--- src/rtl/sbr_pkg.sv ---
package sbr_pkg;
  localparam int WORD_W    = 64;
  localparam int ADDR_W    = 32;
  localparam int BLK_WORDS = 4;
  localparam int CMD_W     = 9;
  localparam int LANES     = WORD_W / 8;
  localparam int BEAT_W    = $clog2(2 * BLK_WORDS) + 1;

  typedef enum logic [1:0] {
    K_RD  = 2'b00,
    K_WR  = 2'b01,
    K_BRD = 2'b10,
    K_BWR = 2'b11
  } kind_e;

  typedef struct packed {
    kind_e                       kind;
    logic [ADDR_W-1:0]           addr;
    logic [BLK_WORDS*WORD_W-1:0] data;
  } req_t;

  function automatic logic [2:0] type_code(kind_e k);
    case (k)
      K_RD:    return 3'b000;
      K_BRD:   return 3'b001;
      K_WR:    return 3'b010;
      default: return 3'b011;
    endcase
  endfunction

  function automatic logic is_read(kind_e k);
    return ~k[0];
  endfunction

  function automatic logic is_block(kind_e k);
    return k[1];
  endfunction
endpackage

--- src/rtl/sbr_parity_gen.sv ---
module sbr_parity_gen #(
  parameter int NLANES = 8
) (
  input  logic [NLANES*8-1:0] data,
  output logic [NLANES-1:0]   par
);
  for (genvar k = 0; k < NLANES; k++) begin : g_lane
    assign par[k] = ^data[k*8 +: 8];
  end
endmodule

--- src/rtl/sbr_req_queue.sv ---
module sbr_req_queue
  import sbr_pkg::*;
#(
  parameter int DEPTH = 2
) (
  input  logic clk,
  input  logic rst_n,
  input  logic push,
  input  req_t push_req,
  output logic can_push,
  input  logic pop,
  output logic head_valid,
  output req_t head
);
  localparam int PTR_W = (DEPTH > 1) ? $clog2(DEPTH) : 1;
  localparam int CNT_W = $clog2(DEPTH + 1);

  req_t             mem [DEPTH];
  logic [PTR_W-1:0] wr_ptr_q, wr_ptr_d, rd_ptr_q, rd_ptr_d;
  logic [CNT_W-1:0] cnt_q, cnt_d;

  function automatic logic [PTR_W-1:0] bump(logic [PTR_W-1:0] p);
    return (p == PTR_W'(DEPTH - 1)) ? '0 : p + 1'b1;
  endfunction

  always_comb begin
    wr_ptr_d = push ? bump(wr_ptr_q) : wr_ptr_q;
    rd_ptr_d = pop  ? bump(rd_ptr_q) : rd_ptr_q;
    cnt_d    = cnt_q;
    if (push && !pop)      cnt_d = cnt_q + 1'b1;
    else if (pop && !push) cnt_d = cnt_q - 1'b1;
  end

  always_ff @(posedge clk or negedge rst_n) begin
    if (!rst_n) begin
      wr_ptr_q <= '0;
      rd_ptr_q <= '0;
      cnt_q    <= '0;
    end else begin
      wr_ptr_q <= wr_ptr_d;
      rd_ptr_q <= rd_ptr_d;
      cnt_q    <= cnt_d;
    end
  end

  always_ff @(posedge clk) begin
    if (push) mem[wr_ptr_q] <= push_req;
  end

  assign can_push   = (cnt_q != CNT_W'(DEPTH));
  assign head_valid = (cnt_q != '0);
  assign head       = mem[rd_ptr_q];

  p_cnt_bound_r10: assert property (@(posedge clk) disable iff (!rst_n)
    cnt_q <= CNT_W'(DEPTH));
  p_pop_nonempty_r10: assert property (@(posedge clk) disable iff (!rst_n)
    pop |-> head_valid);
endmodule

--- src/rtl/sbr_ctrl.sv ---
module sbr_ctrl
  import sbr_pkg::*;
(
  input  logic              clk,
  input  logic              rst_n,
  input  logic              cfg_narrow,
  input  logic [3:0]        cfg_pace,
  input  logic              q_valid,
  input  req_t              q_head,
  output logic              q_pop,
  input  logic              rd_rdy,
  input  logic              wr_rdy,
  input  logic              vin,
  input  logic              cmd_i_data,
  output logic [WORD_W-1:0] ad_o,
  output logic              ad_oe,
  output logic [CMD_W-1:0]  cmd_o,
  output logic              cmdp_o,
  output logic              vout,
  output logic              release_o,
  output logic              cap,
  output logic              cap_half,
  output logic              cap_last,
  output logic              narrow_o
);
  typedef enum logic [2:0] {
    S_IDLE, S_ADDR, S_REL, S_RDAT, S_WDAT
  } state_e;

  state_e            state_q, state_d;
  logic [BEAT_W-1:0] beat_q, beat_d;
  logic [1:0]        slot_q, slot_d;
  logic              cfg_done_q, narrow_q;
  logic [3:0]        pace_q;

  logic              rd_kind, blk_kind, last_beat, issue_ok, half;
  logic [BEAT_W-1:0] nbeats, words;
  logic [1:0]        word_idx;
  logic [3:0]        pace_eff;
  logic [WORD_W-1:0] cur_word;

  always_ff @(posedge clk or negedge rst_n) begin
    if (!rst_n) begin
      cfg_done_q <= 1'b0;
      narrow_q   <= 1'b0;
      pace_q     <= '0;
    end else if (!cfg_done_q) begin
      cfg_done_q <= 1'b1;
      narrow_q   <= cfg_narrow;
      pace_q     <= cfg_pace;
    end
  end

  always_comb begin
    rd_kind   = is_read(q_head.kind);
    blk_kind  = is_block(q_head.kind);
    words     = blk_kind ? BEAT_W'(BLK_WORDS) : BEAT_W'(1);
    nbeats    = narrow_q ? (words << 1) : words;
    last_beat = (beat_q == nbeats - 1'b1);
    issue_ok  = cfg_done_q && q_valid && (rd_kind ? rd_rdy : wr_rdy);
    pace_eff  = (pace_q == '0) ? 4'hF : pace_q;
    word_idx  = narrow_q ? beat_q[2:1] : beat_q[1:0];
    half      = narrow_q & beat_q[0];
    cur_word  = q_head.data[int'(word_idx)*WORD_W +: WORD_W];
  end

  always_comb begin
    ad_o      = '0;
    ad_oe     = 1'b0;
    cmd_o     = '0;
    vout      = 1'b0;
    release_o = 1'b0;
    case (state_q)
      S_ADDR: begin
        vout  = 1'b1;
        ad_oe = 1'b1;
        ad_o  = WORD_W'(q_head.addr);
        cmd_o = {1'b0, type_code(q_head.kind), 5'b0};
      end
      S_REL: release_o = 1'b1;
      S_WDAT: begin
        ad_oe = 1'b1;
        vout  = pace_eff[slot_q];
        if (!narrow_q)  ad_o = cur_word;
        else if (half)  ad_o = {{(WORD_W/2){1'b0}}, cur_word[WORD_W-1:WORD_W/2]};
        else            ad_o = {{(WORD_W/2){1'b0}}, cur_word[WORD_W/2-1:0]};
        if (vout) cmd_o = {1'b1, 2'b00, last_beat, 5'b0};
      end
      default: ;
    endcase
    cmdp_o = ^cmd_o;
  end

  assign cap      = (state_q == S_RDAT) && vin && cmd_i_data;
  assign cap_half = beat_q[0];
  assign cap_last = last_beat;
  assign narrow_o = narrow_q;

  always_comb begin
    state_d = state_q;
    beat_d  = beat_q;
    slot_d  = slot_q;
    q_pop   = 1'b0;
    case (state_q)
      S_IDLE: if (issue_ok) state_d = S_ADDR;
      S_ADDR: begin
        beat_d  = '0;
        slot_d  = '0;
        state_d = rd_kind ? S_REL : S_WDAT;
      end
      S_REL: state_d = S_RDAT;
      S_RDAT: if (cap) begin
        if (last_beat) begin
          state_d = S_IDLE;
          q_pop   = 1'b1;
        end else begin
          beat_d = beat_q + 1'b1;
        end
      end
      S_WDAT: begin
        slot_d = slot_q + 1'b1;
        if (vout) begin
          if (last_beat) begin
            state_d = S_IDLE;
            q_pop   = 1'b1;
          end else begin
            beat_d = beat_q + 1'b1;
          end
        end
      end
      default: state_d = S_IDLE;
    endcase
  end

  always_ff @(posedge clk or negedge rst_n) begin
    if (!rst_n) begin
      state_q <= S_IDLE;
      beat_q  <= '0;
      slot_q  <= '0;
    end else begin
      state_q <= state_d;
      beat_q  <= beat_d;
      slot_q  <= slot_d;
    end
  end

  // read address only after read-ready, write address only after write-ready
  p_rd_gate_r3: assert property (@(posedge clk) disable iff (!rst_n)
    (vout && !cmd_o[8] && !cmd_o[6]) |-> $past(rd_rdy));
  p_wr_gate_r3: assert property (@(posedge clk) disable iff (!rst_n)
    (vout && !cmd_o[8] && cmd_o[6]) |-> $past(wr_rdy));
  // bus handed over right after a read address
  p_release_after_rdaddr_r4: assert property (@(posedge clk) disable iff (!rst_n)
    (vout && !cmd_o[8] && !cmd_o[6]) |=> (release_o && !ad_oe));
  p_release_excl_r4: assert property (@(posedge clk) disable iff (!rst_n)
    $onehot0({release_o, vout}));
  // nothing driven in the cycle after a final write beat
  p_gap_after_last_r11: assert property (@(posedge clk) disable iff (!rst_n)
    (vout && cmd_o[8] && cmd_o[5]) |=> !vout);
endmodule

--- src/rtl/sbr_rd_path.sv ---
module sbr_rd_path
  import sbr_pkg::*;
(
  input  logic              clk,
  input  logic              rst_n,
  input  logic              cap,
  input  logic              cap_half,
  input  logic              cap_last,
  input  logic              narrow,
  input  logic [WORD_W-1:0] ad_i,
  input  logic [LANES-1:0]  chk_i,
  input  logic [CMD_W-1:0]  cmd_i,
  input  logic              cmdp_i,
  output logic              rsp_valid,
  output logic [WORD_W-1:0] rsp_data,
  output logic              rsp_last,
  output logic              par_err
);
  localparam int HALF_W = WORD_W / 2;

  logic [LANES-1:0]  calc_par, lane_mask;
  logic [HALF_W-1:0] lo_q;
  logic              lo_en, word_done, beat_bad;
  logic [WORD_W-1:0] word_d;

  sbr_parity_gen #(.NLANES(LANES)) i_chk (.data(ad_i), .par(calc_par));

  always_comb begin
    lane_mask = narrow ? {{(LANES/2){1'b0}}, {(LANES/2){1'b1}}} : {LANES{1'b1}};
    beat_bad  = (|((calc_par ^ chk_i) & lane_mask)) || ((^cmd_i) != cmdp_i);
    lo_en     = cap && narrow && !cap_half;
    word_done = cap && (!narrow || cap_half);
    word_d    = narrow ? {ad_i[HALF_W-1:0], lo_q} : ad_i;
  end

  always_ff @(posedge clk or negedge rst_n) begin
    if (!rst_n) begin
      lo_q      <= '0;
      rsp_valid <= 1'b0;
      rsp_data  <= '0;
      rsp_last  <= 1'b0;
      par_err   <= 1'b0;
    end else begin
      if (lo_en) lo_q <= ad_i[HALF_W-1:0];
      rsp_valid <= word_done;
      if (word_done) begin
        rsp_data <= word_d;
        rsp_last <= cap_last;
      end
      if (cap && beat_bad) par_err <= 1'b1;
    end
  end

  p_rsp_follows_cap_r8: assert property (@(posedge clk) disable iff (!rst_n)
    rsp_valid |-> $past(cap));
  p_err_sticky_r9: assert property (@(posedge clk) disable iff (!rst_n)
    !$fell(par_err));
endmodule

--- src/rtl/sbr_requester.sv ---
module sbr_requester
  import sbr_pkg::*;
#(
  parameter int QDEPTH = 2
) (
  input  logic                        clk,
  input  logic                        rst_n,
  input  logic                        cfg_narrow,
  input  logic [3:0]                  cfg_pace,
  input  logic                        req_valid,
  output logic                        req_ready,
  input  logic [1:0]                  req_kind,
  input  logic [ADDR_W-1:0]           req_addr,
  input  logic [BLK_WORDS*WORD_W-1:0] req_wdata,
  output logic                        rsp_valid,
  output logic [WORD_W-1:0]           rsp_data,
  output logic                        rsp_last,
  output logic                        par_err,
  output logic [WORD_W-1:0]           bus_ad_o,
  input  logic [WORD_W-1:0]           bus_ad_i,
  output logic                        bus_ad_oe,
  output logic [LANES-1:0]            bus_chk_o,
  input  logic [LANES-1:0]            bus_chk_i,
  output logic [CMD_W-1:0]            bus_cmd_o,
  input  logic [CMD_W-1:0]            bus_cmd_i,
  output logic                        bus_cmdp_o,
  input  logic                        bus_cmdp_i,
  output logic                        bus_vout,
  input  logic                        bus_vin,
  input  logic                        bus_rd_rdy,
  input  logic                        bus_wr_rdy,
  output logic                        bus_release
);
  req_t in_req, head;
  logic push, head_valid, pop, cap, cap_half, cap_last, narrow;

  assign in_req = '{kind: kind_e'(req_kind), addr: req_addr, data: req_wdata};
  assign push   = req_valid && req_ready;

  sbr_req_queue #(.DEPTH(QDEPTH)) i_queue (
    .clk(clk), .rst_n(rst_n), .push(push), .push_req(in_req),
    .can_push(req_ready), .pop(pop), .head_valid(head_valid), .head(head)
  );

  sbr_ctrl i_ctrl (
    .clk(clk), .rst_n(rst_n), .cfg_narrow(cfg_narrow), .cfg_pace(cfg_pace),
    .q_valid(head_valid), .q_head(head), .q_pop(pop),
    .rd_rdy(bus_rd_rdy), .wr_rdy(bus_wr_rdy), .vin(bus_vin),
    .cmd_i_data(bus_cmd_i[8]), .ad_o(bus_ad_o), .ad_oe(bus_ad_oe),
    .cmd_o(bus_cmd_o), .cmdp_o(bus_cmdp_o), .vout(bus_vout),
    .release_o(bus_release), .cap(cap), .cap_half(cap_half),
    .cap_last(cap_last), .narrow_o(narrow)
  );

  sbr_parity_gen #(.NLANES(LANES)) i_gen (.data(bus_ad_o), .par(bus_chk_o));

  sbr_rd_path i_rd (
    .clk(clk), .rst_n(rst_n), .cap(cap), .cap_half(cap_half),
    .cap_last(cap_last), .narrow(narrow), .ad_i(bus_ad_i), .chk_i(bus_chk_i),
    .cmd_i(bus_cmd_i), .cmdp_i(bus_cmdp_i), .rsp_valid(rsp_valid),
    .rsp_data(rsp_data), .rsp_last(rsp_last), .par_err(par_err)
  );

  p_reset_quiet_r1: assert property (@(posedge clk) disable iff (!rst_n)
    $rose(rst_n) |-> (!bus_vout && !bus_release));
endmodule

--- config.mk ---
export PLATFORM = sky130hd
export DESIGN_NAME = sbr_requester
export DESIGN_NICKNAME = d
export VERILOG_FILES = /design/src/rtl/sbr_pkg.sv /design/src/rtl/sbr_parity_gen.sv /design/src/rtl/sbr_req_queue.sv /design/src/rtl/sbr_ctrl.sv /design/src/rtl/sbr_rd_path.sv /design/src/rtl/sbr_requester.sv
export SDC_FILE = /design/constraint.sdc
export NUM_CORES = 1
export LEC_CHECK = 0
export CORE_UTILIZATION = 45
export CTS_CLUSTER_SIZE = 8
export DETAILED_ROUTE_END_ITERATION = 8
export DONT_BUFFER_PORTS = 1
export PLACE_DENSITY = 0.6
export SYNTH_ARGS = -nofsm -noshare
export SYNTH_HDL_FRONTEND = slang
export SYNTH_SLANG_ARGS = --single-unit
--- constraint.sdc ---
create_clock -name clk -period 14.35 [get_ports clk]
set_clock_uncertainty 0.05 [all_clocks]
set_input_delay 2.87 -clock clk [delete_from_list [all_inputs] [get_ports clk]]
set_output_delay 2.87 -clock clk [all_outputs]
set_load 0.05 [all_outputs]
; ---- Word-level counts from Yosys, hierarchy flattened
; Memory sizes are Yosys's and may differ from the RTL's.
; Cells that the tools add are included.
[classes]
n_bitwise = 3
order_cmp = 1
mux = 39
n_reduce_logical = 46
n_eq_ne = 12
addsub = 7
shifts = 1
[op_table]
columns = operator, n
row1 = $shiftx A256 B9 Y64, 1
row2 = $mux W64, 2
row3 = $pmux W64 S2, 1
row4 = $reduce_xor A8 Y1, 16
row5 = $mux W32, 1
row6 = $mux W4, 5
row7 = $mux W3, 6
row8 = $pmux W9 S2, 1
row9 = $reduce_xor A9 Y1, 2
row10 = $pmux W3 S5, 1
row11 = $pmux W4 S3, 1
row12 = $logic_and A1 B1 Y1, 11
row13 = $mux W1, 11
row14 = $mux W9, 1
row15 = $and A8 B8 Y8, 1
row16 = $mux W8, 1
row17 = $reduce_or A8 Y1, 1
row18 = $xor A8 B8 Y8, 1
row19 = $eq A3 B2 Y1 const B, 2
row20 = $mux W2, 3
row21 = $pmux W2 S3, 1
row22 = $reduce_and A3 Y1, 2
row23 = $reduce_bool A2 Y1, 3
row24 = $add A2 B1 Y2 const B, 2
row25 = other kinds (24), 32
[word_totals]
n_memories = 1
ff_bits = 118
mem_bits_rw = 580
wordCells = 124
inputBits = 383
[mem_list]
columns = memory, words, width, rd, rd_ports_with_merged_regs, write_ports, line_no
row1 = i_queue.mem, 2, 290, 1, 0, 1, sbr_req_queue.sv:18  ; req_t mem [DEPTH];

; ---- Logic depth before layout (Yosys ltp)
; An unclocked memory read counts as a cell.
[depth]
ltp_word = 11
ltp_mapped = 12
mapped_depth_nobuf = 9

; ---- By module
; A second synthesis with hierarchy kept.
[hier_totals]
cells_unflattened = 1725
area_unflattened_um2 = 30053.8
[by_module_without_submodules]
columns = module, n_inst, seq_area_each_um2, area_per_inst_um2, cells_per_inst
row1 = sbr_req_queue, 1, 17516.8, 21296.7, 918
row2 = sbr_rd_path, 1, 2477.4, 4453.0, 374
row3 = sbr_ctrl, 1, 375.4, 3316.9, 320
row4 = sbr_parity_gen, 2, 0.0, 490.5, 56
row5 = sbr_requester, 1, 0.0, 6.3, 1

; ---- Worst setup path before layout
; No wires, ideal clock.
[synth_path]
path_kind = input-to-reg
startpoint = in req_valid
endpoint = mem i_queue.mem[0][0] in the netlist's numbering (enable)
arrival_time_ps = 14992
slack_ps = -1640
path_stages = 2
required_ps = 13352
setup_time_ps = 948
n_path_buf = 0
path_cell_list = nand2_1 > nor2_1
[synth_between]
elab_chain_cells = 3
[synth_rtl]
columns = item, line_no
row1 = start: declaration, sbr_requester.sv:10  ; input logic req_valid,
row2 = $logic_and A1 B1 Y1, sbr_requester.sv:38  ; assign push = req_valid && req_ready;
row3 = $mux W1, sbr_req_queue.sv:47  ; if (push) mem[wr_ptr_q] <= push_req;
row4 = $mux W1 (implied by the code), sbr_req_queue.sv:47
row5 = end: declaration, sbr_req_queue.sv:18
; No other way between the ends.

; ---- Worst setup path after layout
[layout_path]
startpoint = reg i_ctrl.narrow_q (netlist: i_ctrl.narrow_o)
endpoint = out bus_chk_o[0]
[layout_between]
elab_chain_cells = 6
word_cells_on_any_way = 7
[layout_rtl]
columns = item, line_no
row1 = start: declaration, sbr_ctrl.sv:33  ; logic cfg_done_q, narrow_q;
row2 = start signal: assignment, sbr_ctrl.sv:49  ; narrow_q <= cfg_narrow;
row3 = $mux W2, sbr_ctrl.sv:62  ; word_idx = narrow_q ? beat_q[2:1] : beat_q[1:0];
row4 = $shiftx A256 B9 Y64, sbr_ctrl.sv:64  ; cur_word = q_head.data[int'(word_idx)*WORD_W +: WORD_W];
row5 = $mux W32, sbr_ctrl.sv:85  ; else if (half) ad_o = {{(WORD_W/2){1'b0}}, cur_word[WORD_W-1:WORD_W/2]};
row6 = $mux W64 (*), sbr_ctrl.sv:84  ; if (!narrow_q) ad_o = cur_word;
row7 = $pmux W64 S2 (*), sbr_ctrl.sv:73  ; case (state_q)
row8 = via bus_ad_o[0], sbr_requester.sv:19  ; output logic [WORD_W-1:0] bus_ad_o,
row9 = $reduce_xor A8 Y1 (*), sbr_parity_gen.sv:8  ; assign par[k] = ^data[k*8 +: 8];
row10 = end: declaration, sbr_requester.sv:22  ; output logic [LANES-1:0] bus_chk_o,
; The timed path passes the listed nets; every way through them passes the cells marked *.

==> results.yml <==
timing:
  period_needed_ns: 9.356
  rsz0062_at_grt: "false"
  fmax_ghz: 0.1069
  setup_slack_ns: 4.994
  finalSetupViolations: 0
  tightest_slew_ns: 1.369
  tns_ns: 0
  period_share_pct: 65.20
  finalMaxSlewViolations: 0
  slew_headroom_pct: 8.111
  finalHoldViolations: 0
  holdWs_ns: 0.4503
cts:
  cts_made_buffers: 97
  post_cts_resized: 0
  cts_tree: "built"
  cts_buffer_depth: 3
  holdBufCountCts: 0
  clock_latency_ns: 0.62
  clkTransAtPathRegs_ns: 0.05
  post_cts_buffers: 0
  htreeDepth: 3
  root_buffer: "clkbuf_16"
  cts.sinks: 698
synth:
  synthFlopType: "edfxtp_1"
  synth_edf_count: 580
  seq_area_frac_synth_pct: 69.99
  syn_area_sq_um: 29100
  async_reset_ff_share_pct: 16.91
  postSynthCellCount: 1941
  yosysUniqueCellTypes: 58
  yosysWarnings: 0
  syn_avg_cell_area_sq_um: 14.99
  synth-seq-cells: 698
grt:
  grt_pass1_wl_um: 112700
  grt-ovfl-total: 0
  antenna_found_initial: 21
  first_global_vias: 16510
  track_usage_pct: 23.60
  grt_start_max_net_pins: 119
setup_path:
  crit_path_end_kind: "output pin"
  worst-path-stages: 10
  crit_fanout: 96
  critPathRequiredTime_ns: 11.43
  cp.arrival_ns: 6.44
  path_buf_inv: 2
  slowest_stage: "o21ai_1"
  crit_chain: "mux2_8, buf_4, nand2b_1, o22ai_1, a21oi_1, buf_4, o21ai_1, xor2_1, xnor2_1, xnor2_1"
  reg2regPathDepth: 6
  start_kind: "register"
  crit_path_max_incr_delay_ns: 0.93
  worst-setup-path-type: "reg2out"
  cp_top_family: "XOR/XNOR gates"
placed_design:
  numPortBuffers: 0
  dpl.hpwl_um: 54150
  dp_cells: 2713
  gp_congestion: 0.8803
  pre_cts_ws_ns: 5.625
routing:
  routed_via_density: 5.808
  post_drt_wl_per_cell_um: 27.66
  drc: 0
  first_pass_iters: 7
  ant_nets: 0
  drt_iter0_markers: 1353
  wirelength_um: 79030
  via_count: 16590
worst_hold_path:
  min_path_type: "reg2reg"
  hold_path_depth: 1
finish:
  multi_input_area_sq_um: 8163
  final_core_util_pct: 51.23
  layout_commonest_cell: "edfxtp_1"
  most-common-layout-cells: "edfxtp_1 (580), nand2_1 (192), mux2i_1 (188)"
  drive_above_1_share_pct: 12.53
  num-fill-cells: 5315
  final_cells: 2857
  seq_area_sq_um: 20380
  syn2layout_area_growth_pct: 11.86
  fin_nets: 2351
floorplanning:
  die_x_um: 256.3
  io_pins: 536
  placement_rows: 92
  core_sq_um: 63540
  die_area_sq_um: 65690
  fp.dieH_um: 256.3
  start_util_pct: 45.80
power_and_ir_drop:
  ir_worst_vdd_v: 0.0002462
  leakage_nw: 11.07
  p_per_area_nw_per_um2: 236.5
status:
  status: "finished, final reports clean"
flow_run:
  max-cap-violations: 0
-- power breakdown --
group / internal (mW) / switching [mW] / total, mW / leakage [nW]
registers: 2.81 / 0.566 / 3.37 / 6.81
logic: 0.702 / 1.61 / 2.32 / 2.99
clock network: 1.21 / 0.807 / 2.01 / 1.27
-- synthesized netlist by cell type (8+ instances only) --
library cell	number	share of area, %
o21ai_1	46	0.79
nand2_1	192	2.5
buf_6	14	0.54
dfrtp_1	118	10
a211oi_2	11	0.47
mux2_2	41	1.6
nand3_1	40	0.69
xnor2_1	116	3.5
buf_4	13	0.34
edfxtp_1	580	60
a21oi_1	150	2.6
mux2i_1	189	6.5
mux4_2	30	2.3
a211oi_1	21	0.54
nand2b_1	8	0.17
nor2_1	110	1.4
a32oi_1	12	0.36
o22ai_1	60	1.3
clkbuf_1	31	0.40
buf_2	52	0.89
xor2_1	19	0.57
o21ai_0	10	0.17
-- through the flow --
stage,area [sq um],total power [mW]
final,32550,7.700
after global routing,32510,8.019
after CTS,32500,7.768
after detailed placement,29880,5.741
after global placement,29880,5.705
after floorplan,29120,5.213
-- registers in the layout, indices dropped and copies added, names as in the netlist --
signal             flops
i_queue.wr_ptr_q       1
i_ctrl.cfg_done_q      1
i_rd.rsp_valid         1
i_ctrl.beat_q          4
i_queue.cnt_q          2
i_ctrl.state_q         3
i_queue.rd_ptr_q       1
i_rd.par_err           1
i_ctrl.pace_q          4
i_queue.mem          580
i_rd.lo_q             32
i_ctrl.narrow_o        1
i_rd.rsp_last          1
i_ctrl.slot_q          2
i_rd.rsp_data         64
-- cell type report --
class	count	area share, %
Clock buffer	113	7.641
Multi-Input combinational cell	1129	25.07
Tap cell	846	3.252
Timing Repair Buffer	34	0.7841
Clock inverter	8	0.4074
Antenna cell	23	0.1768
Inverter	6	0.06918
Sequential cell	698	62.60
-- cell families after synthesis --
| logic type | after synthesis | synth area share [%] |
|---|---|---|
| compound gates | 338 | 6.995 |
| xor+xnor | 135 | 4.063 |
| fa+ha+maj | 2 | 0.08597 |
| buf+inv | 119 | 2.287 |
| flops | 698 | 69.99 |
| mux | 269 | 11.06 |
| other cells | 2 | 0.02581 |
| simple gates | 378 | 5.490 |
-- worst paths after layout --
| path | start | end | slack (ns) |
|---|---|---|---|
| max reg2reg | i_queue.cnt_q[0]$_DFFE_PN0P_ | i_queue.mem[0][110]$_DFFE_PP_ | 9.81 |
| min | i_queue.cnt_q[1]$_DFFE_PN0P_ | i_queue.cnt_q[1]$_DFFE_PN0P_ | 0.45 |
| min reg2reg | i_queue.cnt_q[1]$_DFFE_PN0P_ | i_queue.cnt_q[1]$_DFFE_PN0P_ | 0.45 |
| min in group asynchronous | rst_n | i_rd.rsp_data[20]$_DFFE_PN0P_ | 1.90 |
| max in group asynchronous | rst_n | i_queue.rd_ptr_q$_DFFE_PN0P_ | 12.15 |
| max | i_ctrl.narrow_o$_DFFE_PN0N_ | bus_chk_o[0] | 4.99 |
-- routing by layer --
layer / GRT usage (%) / share of wire [%]
met4: 10.35 / 3.8
met5: 0 / 0.17
met3: 10.65 / 11
met2: 37.59 / 48
met1: 27.44 / 37
Note: power is estimated with default switching activity, not from simulation.
